`src/rtl/pa_ramp_pkg.sv`:
```
// Shared constants for the transmit power ramp controller.
// Assumes a single clock domain; output selector codes are fixed here.
package pa_ramp_pkg;
    typedef enum logic [1:0] {
        SEL_RAMP   = 2'd0,
        SEL_BYPASS = 2'd1,
        SEL_IQ     = 2'd2,
        SEL_ZERO   = 2'd3
    } out_sel_e;
endpackage

```
`src/rtl/ramp_lut.sv`:
```
// Ramp shape table: DEPTH entries of W bits, one host write port and one
// combinational read port. Assumes the host does not write while a ramp runs.
module ramp_lut #(
    parameter int DEPTH = 32,
    parameter int W     = 10,
    parameter int AW    = $clog2(DEPTH)
) (
    input  logic          clk,
    input  logic          rst_n,
    input  logic          wr_en,
    input  logic [AW-1:0] wr_addr,
    input  logic [W-1:0]  wr_data,
    input  logic [AW-1:0] rd_addr,
    output logic [W-1:0]  rd_data
);
    logic [W-1:0] mem [DEPTH];

    for (genvar g = 0; g < DEPTH; g++) begin : g_entry
        // Store one entry; clear on reset.
        always_ff @(posedge clk) begin
            if (!rst_n)
                mem[g] <= '0;
            else if (wr_en && wr_addr == AW'(g))
                mem[g] <= wr_data;
        end
    end

    // Read the entry chosen by the sequencer.
    always_comb rd_data = mem[rd_addr];
endmodule

```
`src/rtl/ramp_sequencer.sv`:
```
// Step timer and direction logic. It accepts a trigger only when idle, walks
// the table index up or down, and holds each sample for the step interval.
// Assumes the trigger and configuration are synchronous to clk.
module ramp_sequencer #(
    parameter int DEPTH  = 32,
    parameter int AW     = $clog2(DEPTH),
    parameter int DUR_W  = AW + 1,
    parameter int STEP_W = 8
) (
    input  logic              clk,
    input  logic              rst_n,
    input  logic              trig,
    input  logic              dir_up,
    input  logic [DUR_W-1:0]  dur_cfg,
    input  logic [STEP_W-1:0] step_cfg,
    output logic              load,
    output logic [AW-1:0]     rd_idx,
    output logic              busy,
    output logic              done
);
    logic              busy_q, done_q, dir_q;
    logic [AW-1:0]     idx_q;
    logic [STEP_W-1:0] cnt_q, step_q, step_eff;
    logic [DUR_W-1:0]  left_q, dur_eff;
    logic [AW-1:0]     first_idx;
    logic              accept, tick;

    // Clamp the programmed duration and step to their usable ranges.
    always_comb begin
        if (dur_cfg == '0)
            dur_eff = DUR_W'(1);
        else if (dur_cfg > DUR_W'(DEPTH))
            dur_eff = DUR_W'(DEPTH);
        else
            dur_eff = dur_cfg;
        step_eff = (step_cfg == '0) ? STEP_W'(1) : step_cfg;
    end

    // Decide when a sample is taken and which index it reads.
    always_comb begin
        accept    = trig && !busy_q;
        tick      = busy_q && (cnt_q == '0);
        load      = accept || tick;
        first_idx = dir_up ? '0 : AW'(dur_eff - DUR_W'(1));
        if (accept)
            rd_idx = first_idx;
        else if (dir_q)
            rd_idx = idx_q + AW'(1);
        else
            rd_idx = idx_q - AW'(1);
    end

    // Ramp state: start, per-sample countdown, sample count and end pulse.
    always_ff @(posedge clk) begin
        if (!rst_n) begin
            busy_q <= 1'b0;
            done_q <= 1'b0;
            dir_q  <= 1'b0;
            idx_q  <= '0;
            cnt_q  <= '0;
            step_q <= '0;
            left_q <= '0;
        end else begin
            done_q <= 1'b0;
            if (accept) begin
                idx_q  <= first_idx;
                dir_q  <= dir_up;
                step_q <= step_eff;
                cnt_q  <= step_eff - STEP_W'(1);
                left_q <= dur_eff - DUR_W'(1);
                busy_q <= (dur_eff != DUR_W'(1));
                done_q <= (dur_eff == DUR_W'(1));
            end else if (busy_q) begin
                if (cnt_q != '0) begin
                    cnt_q <= cnt_q - STEP_W'(1);
                end else begin
                    idx_q  <= rd_idx;
                    cnt_q  <= step_q - STEP_W'(1);
                    left_q <= left_q - DUR_W'(1);
                    if (left_q == DUR_W'(1)) begin
                        busy_q <= 1'b0;
                        done_q <= 1'b1;
                    end
                end
            end
        end
    end

    assign busy = busy_q;
    assign done = done_q;

    p_busy_ends_with_done_r8: assert property (@(posedge clk) disable iff (!rst_n)
        $fell(busy_q) |-> done_q);
    p_wait_keeps_index_r5: assert property (@(posedge clk) disable iff (!rst_n)
        (busy_q && cnt_q != '0) |=> $stable(idx_q));
    p_retrigger_ignored_r9: assert property (@(posedge clk) disable iff (!rst_n)
        (busy_q && trig) |=> (dir_q == $past(dir_q) && step_q == $past(step_q)));
    p_samples_bounded_r6: assert property (@(posedge clk) disable iff (!rst_n)
        left_q < DUR_W'(DEPTH));
endmodule

```
`src/rtl/ramp_out_mux.sv`:
```
// Scales the table entry by the target into the sample register, then picks
// what drives the DAC: ramp sample, static target, streamed I/Q or zero.
// Assumes load pulses only when the sequencer takes a new sample.
module ramp_out_mux
    import pa_ramp_pkg::*;
#(
    parameter int W = 10
) (
    input  logic         clk,
    input  logic         rst_n,
    input  logic         load,
    input  logic [W-1:0] lut_val,
    input  logic [W-1:0] target,
    input  logic [W-1:0] iq_in,
    input  logic [1:0]   mode,
    input  logic         dac_en,
    output logic [W-1:0] dac_code
);
    logic [2*W-1:0] prod;
    logic [W-1:0]   samp_q;

    // Scale the shape entry by the target power.
    always_comb prod = lut_val * target;

    // Capture the scaled sample and hold it between loads.
    always_ff @(posedge clk) begin
        if (!rst_n)
            samp_q <= '0;
        else if (load)
            samp_q <= prod[2*W-1:W];
    end

    // Select the DAC source.
    always_comb begin
        dac_code = '0;
        if (dac_en) begin
            unique case (out_sel_e'(mode))
                SEL_RAMP:   dac_code = samp_q;
                SEL_BYPASS: dac_code = target;
                SEL_IQ:     dac_code = iq_in;
                SEL_ZERO:   dac_code = '0;
            endcase
        end
    end

    p_hold_between_loads_r7: assert property (@(posedge clk) disable iff (!rst_n)
        !load |=> $stable(samp_q));
endmodule

```
`src/rtl/pa_ramp_ctrl.sv`:
```
// Transmit power ramp controller for one PA stage. It holds the target power
// register and joins the shape table, the step sequencer and the output mux.
// Assumes the host sets the table and the target before triggering a ramp.
module pa_ramp_ctrl #(
    parameter int DEPTH  = 32,
    parameter int W      = 10,
    parameter int STEP_W = 8,
    localparam int AW    = $clog2(DEPTH),
    localparam int DUR_W = AW + 1
) (
    input  logic              clk,
    input  logic              rst_n,
    input  logic              lut_wr_en,
    input  logic [AW-1:0]     lut_wr_addr,
    input  logic [W-1:0]      lut_wr_data,
    input  logic              tgt_ld,
    input  logic [W-1:0]      tgt_data,
    input  logic [STEP_W-1:0] step_cfg,
    input  logic [DUR_W-1:0]  dur_cfg,
    input  logic              seq_trig,
    input  logic              seq_dir_up,
    input  logic [1:0]        out_mode,
    input  logic              dac_en,
    input  logic [W-1:0]      iq_data,
    output logic [W-1:0]      dac_code,
    output logic              ramp_busy,
    output logic              ramp_done
);
    logic [W-1:0]  tgt_q, lut_val;
    logic [AW-1:0] rd_idx;
    logic          load;

    // Target power register written by the host.
    always_ff @(posedge clk) begin
        if (!rst_n)
            tgt_q <= '0;
        else if (tgt_ld)
            tgt_q <= tgt_data;
    end

    ramp_lut #(.DEPTH(DEPTH), .W(W), .AW(AW)) u_lut (
        .clk(clk), .rst_n(rst_n),
        .wr_en(lut_wr_en), .wr_addr(lut_wr_addr), .wr_data(lut_wr_data),
        .rd_addr(rd_idx), .rd_data(lut_val)
    );

    ramp_sequencer #(.DEPTH(DEPTH), .AW(AW), .DUR_W(DUR_W), .STEP_W(STEP_W)) u_seq (
        .clk(clk), .rst_n(rst_n),
        .trig(seq_trig), .dir_up(seq_dir_up),
        .dur_cfg(dur_cfg), .step_cfg(step_cfg),
        .load(load), .rd_idx(rd_idx),
        .busy(ramp_busy), .done(ramp_done)
    );

    ramp_out_mux #(.W(W)) u_mux (
        .clk(clk), .rst_n(rst_n),
        .load(load), .lut_val(lut_val), .target(tgt_q), .iq_in(iq_data),
        .mode(out_mode), .dac_en(dac_en), .dac_code(dac_code)
    );
endmodule

```
`config.mk`:
```
export PLATFORM = sky130hd
export DESIGN_NAME = pa_ramp_ctrl
export DESIGN_NICKNAME = d
export VERILOG_FILES = /design/src/rtl/pa_ramp_pkg.sv /design/src/rtl/ramp_lut.sv /design/src/rtl/ramp_sequencer.sv /design/src/rtl/ramp_out_mux.sv /design/src/rtl/pa_ramp_ctrl.sv
export SDC_FILE = /design/constraint.sdc
export NUM_CORES = 1
export LEC_CHECK = 0
export BUFFER_PORTS_ARGS = -buffer_cell sky130_fd_sc_hd__buf_2
export CAP_MARGIN = 0
export CELL_PAD_IN_SITES_DETAIL_PLACEMENT = 0
export CELL_PAD_IN_SITES_GLOBAL_PLACEMENT = 1
export CORE_ASPECT_RATIO = 1.1
export CORE_UTILIZATION = 55
export DETAILED_ROUTE_END_ITERATION = 8
export PLACE_DENSITY_LB_ADDON = 0.1
export SLEW_MARGIN = 20
export SYNTH_ARGS = -nofsm -noshare
export SYNTH_HDL_FRONTEND = slang
export SYNTH_HIERARCHICAL = 1
export SYNTH_SLANG_ARGS = --single-unit
```
`constraint.sdc`:
```
create_clock -name clk -period 25 [get_ports clk]
set_input_delay 7.5 -clock clk [delete_from_list [all_inputs] [get_ports clk]]
set_output_delay 7.5 -clock clk [all_outputs]
set_load 0.005 [all_outputs]
```
* After elaboration in Yosys (flattened, before gate mapping) *
Memory sizes are Yosys's and may differ from the RTL's.
Index checks and enable logic that the tools add are counted.

cells by class
  add/sub/neg operators = 7
  multipliers = 1
  divide/modulo/power cells = 0
  order comparisons = 1
  equal/unequal tests = 38
  shift-type cells = 0
  muxes and demuxes = 154
  bitwise gates (word level) = 32
  reductions and logical operators = 44

operators with widths
  kind                 count
  $mux 10              33
  $mux 1               105
  $eq 5x5->1 const B   16
  $eq 5x4->1 const B   8
  $pmux 10 s4          1
  $logic_and 1x1->1    34
  $mux 8               4
  $or 1x1->1           32
  $mux 5               6
  $mux 6               5
  $sub 8x1->8 const B  3
  $eq 5x3->1 const B   4
  $mul 10x10->20       1
  $logic_not 8->1      2
  $eq 6x1->1 const B   2
  $sub 6x1->6 const B  2
  $eq 5x2->1 const B   2
  $reduce_bool 8->1    1
  $gt 6x6->1 const B   1
  $logic_not 6->1      1
  $ne 6x1->1 const B   1
  $add 5x1->5 const B  1
  $eq 5x1->1 const B   1
  $logic_not 5->1      1
  9 further kinds      10

word-level totals
  flip-flop bits (word level) = 50
  bits in latches = 0
  RAM bits = 320
  memory bits (read-only) = 0
  bits of input ports = 58
  output and inout bits = 12
  logic and storage cells = 287
  memories kept = 1

memories
  name       depth  width  rd ports  clocked after Yosys merged registers in  wr ports  RTL line        source
  u_lut.mem  32     10     1         0                                        32        ramp_lut.sv:16  logic [W-1:0] mem [DEPTH];

* Longest topological paths before layout *
  word-level depth = 9
  mapped depth = 32
  gate-level depth less buffers = 30

* Hierarchy *
Netlist, hierarchy kept.

modules (own cells, without submodules)
  module          times used  cells each  area an instance (um^2)  sequential area each (um^2)
  ramp_lut        1           1,124       15,046.9                 9,609.2
  ramp_out_mux    1           456         3,824.9                  200.2
  ramp_sequencer  1           234         1,868.0                  600.6
  pa_ramp_ctrl    1           31          374.1                    200.2

* Worst setup path before layout *
No wires, ideal clock.

  path kind = input-to-output
  start point = input port out_mode[1]
  end point = output port dac_code[0]
  data arrival time = 8.386 ns
  required time = 17.500 ns
  setup slack = 9.114 ns
  cell stages on the path = 4
  buffers on the path = 1
  path through = clkbuf_1 > mux2i_1 > o21ai_0 > and2_1

on the way
  longest elaborated chain between the ends = 3
  elaborated cells between the ends (all ways) = 6
  classes of those cells = eq/ne: 3; mux: 2; reduce/logical: 1

RTL lines
  element                                   RTL line            source
  from (decl)                               pa_ramp_ctrl.sv:22  input logic [1:0] out_mode,
  $eq 2x2->1, or another cell as far along  ramp_out_mux.sv:37  unique case (out_sel_e'(mode))
  $pmux 10 s4 (*)                           ramp_out_mux.sv:37
  $mux 10 (*)                               ramp_out_mux.sv:36  if (dac_en) begin
  to (decl)                                 pa_ramp_ctrl.sv:25  output logic [W-1:0] dac_code,

Mark *: on every way between the ends. The rest lies on a longest branch, timed or not.

* Worst setup path after layout *
  start point = input port out_mode[1]
  end point = output port dac_code[5]

Same word-level chain as after synthesis.

==> impl_results.md <==
* Status: finished clean
* Post-synthesis cell count at 1845
* Gr ovfl total at 0
* Setup ws final at 8810 ps
* Slew @ Worst Pin at 993 ps
* TritonCTS Buffers at 42
* 1st-iter DRT viols at 870
* Routability cong. at 0.884
* DIE WIDTH at 189 µm
* Clock share of power at 29.4%
* Initial core utilization at 56.3%
* Synth unique cells at 72
* Max Root-Sink Buffers at 3
* Reg clk slew, reported paths at 60 ps
* Number of enable flip-flop cells after synthesis at 320
* P_sw at 0.654 mW
* Synthesized area per cell at 11.4 µm²
* Layout Nets at 2065
* Multi-input gate area at 9630 µm²
* Leading area contributor after synthesis: edfxtp_1
* Worst Setup Start Kind: input pin
* WS Path Type: input pin to primary output
* Unrepaired setup endpoints after global routing: false
* Remaining DRCs at 0
* Final hold viol count at 0
* Leak at 9.30 nW
* Slew HR at 33.8%
* CTS tree: done
* Rows at 74
* Synth Flop Type: edfxtp_1
* Reg area at 10600 µm²
* Pwr dens at 82.9 nW/µm²
* Clk sinks at 370
* Hpwl dp at 34700 µm
* Final period utilization at 64.8%
* Post-route insts no fill at 2403
* Synthesized flop and latch total at 370
* CP Data Arrival Time at 8690 ps
* Final number of setup-violating endpoints at 0
* H-tree depth at 2
* Port Buf Inserts at 69
* Share of layout cells above drive strength 1 at 9.91%
* Logic pwr share at 32.4%
* Crit Path Max Fanout at 11
* Fmax at 0.0618 GHz
* Drt first pass iters at 5
* Setup TNS at 0 ps
* Most used routing layer: met2
* Max cap viols at 0
* Number of setup buffers added after CTS at 0
* DP Cell Count at 2334
* Worst Skew at 9.24 ps
* Synth warn at 6
* P_int at 1.25 mW
* Layout area overhead at 8.98%
* Total track usage at 26.8%
* Antenna violations before repair at 1
* Clock latency on the worst-skew pair at 560 ps
* Post-detailed-route count of antenna-violating nets at 0
* Seq pwr share at 38.2%
* Fin. max-slew vios at 0
* Mapped Area at 21100 µm²
* Die area at 39200 µm²
* Sequential element share of the synthesized area at 50.3%
* Fillers at 3036
* First-pass GRT wire length at 79300 µm
* Max IR drop VDD at 0.0000604 V
* Fin crit period at 16190 ps
* Number of global-route vias before repair at 13.8k
* CTS Hold Bufs at 0
* Clock Root Buffer: clkbuf_16
* Total power at 1.91 mW
* Synth top area share at 45.5%
* Switching Share at 34.2%
* Fin util at 61.4%
* Post-CTS Resized at 0
* Met1 usage at 33.2%
* GRT met3 Usage at 3.63%
* Height of the die at 207 µm
* Routed wire per std cell at 21.6 µm
* DP Worst Slack at 8700 ps
* CP endpoint kind: primary output
* Routed WL at 52000 µm
* Largest net degree at the start of global routing at 56
* Post-Syn Nets at 2026
* Core Region at 37500 µm²
* DR vias/cell at 5.79
* Dominant cells by area after synthesis: edfxtp_1 46%, and2_1 12%, mux2i_1 8.6%
* Number of I/O pins at 70
* Async S/R FF share, synth at 0%
* Critical path required time at 17500 ps
* GR met2 Demand/Resource at 46.5%
* Vias at 13.9k
* Register-to-Register Path Depth at 29
* Path type of the worst min-delay path: flip-flop to flip-flop
* Hold depth at 2
## worst paths after layout
path,startpoint,to,slack (ps)
worst max-delay path,out_mode[1],dac_code[5],8810
worst min-delay path,u_seq/step_q[1]$_SDFFE_PN0N_,u_seq/step_q[1]$_SDFFE_PN0N_,450
worst max register to register,u_seq/dir_q$_SDFFE_PN0N_,u_mux/samp_q[2]$_SDFFE_PN0P_,15930
worst min register to register,u_seq/step_q[1]$_SDFFE_PN0N_,u_seq/step_q[1]$_SDFFE_PN0N_,450
## state kept, by name, indices dropped and copies added, names as in the netlist
register / flops
u_seq/cnt_q: 8
u_mux/samp_q: 10
u_seq/dir_q: 1
u_seq/left_q: 6
tgt_q: 10
u_seq/step_q: 8
u_lut/mem: 320
u_seq/idx_q: 5
u_seq/busy: 1
u_seq/done: 1
## cell usage in the layout, fill, tap and decap left out, types with 4 or more instances in the layout
cell	netlist	routed
a211oi_1	7	7
a21o_1	7	7
a21oi_1	55	55
a22o_1	20	20
a22oi_1	41	41
a31oi_1	18	18
and2_1	393	393
and2b_1	4	4
buf_2	19	69
buf_4	4	39
clkbuf_1	67	4
clkbuf_16	0	42
clkinv_1	0	10
clkinv_2	1	8
dfxtp_1	50	50
edfxtp_1	320	320
fa_1	62	62
ha_1	61	61
inv_1	79	79
mux2i_1	182	182
nand2_1	122	121
nand2b_1	10	10
nand3_1	35	35
nand3b_1	8	8
nand4_1	19	19
nor2_1	49	48
nor2_2	11	12
nor2b_1	19	16
nor3_1	20	20
o211ai_1	4	4
o21a_1	4	4
o21ai_0	57	54
o21ai_1	4	7
xnor2_1	10	10
## logic make-up after synthesis
kind of cell | count (synthesis) | synth area share, %
adders and majority gates | 123 | 9.49
AOI/OAI and AO/OA | 255 | 7.96
muxes | 182 | 8.63
xor gates and xnor gates | 13 | 0.539
DFF | 370 | 50.3
and+or+nand+nor | 709 | 18.9
buffers and inverters | 193 | 4.23
## cell type report
class / count / share of cell area [%]
repair buffers: 108 / 2.77
multi-input cells: 1282 / 41.8
diodes: 1 / 0.0109
flip-flops and latches: 370 / 46.1
clock buffers: 46 / 4.63
clock inverters: 22 / 0.625
well taps: 494 / 2.69
inverters: 80 / 1.31
## layer usage
layer  wire (µm)  vias up
li1            -     6574
met2       26200      377
met3        2380      112
met5           0        -
met4        2000        0
met1       21400     6857
## through the flow
stage	hold WS, ps	cell area [µm²]
floorplan	424	21100
global placement	440	21800
detailed placement	447	21800
CTS	455	23000
global route	471	23000
finish	455	23000
## worst max-delay path, stage by stage
cell and delay (ps):
buf_2 200, nor2b_1 540, nand2_1 100, o21ai_0 100
and2_1 140, buf_2 100
## power by group through the flow
stage          logic (mW)  registers, mW  clock network [mW]
6_report            0.619          0.729               0.560
5_1_grt             0.697          0.733               0.592
4_1_cts             0.621          0.730               0.568
3_5_place_dp        0.617          0.742                   0
3_3_place_gp        0.609          0.741                   0
2_1_floorplan       0.469          0.733                   0
## Yosys cell counts, types with 35 or more instances
cell and count:
o21ai_0 57, dfxtp_1 50, a22oi_1 41, nand3_1 35, edfxtp_1 320, nor2_1 49, and2_1 393, mux2i_1 182
clkbuf_1 67, a21oi_1 55, fa_1 62, ha_1 61, nand2_1 122, inv_1 79
(Power assumes the default switching activity.)
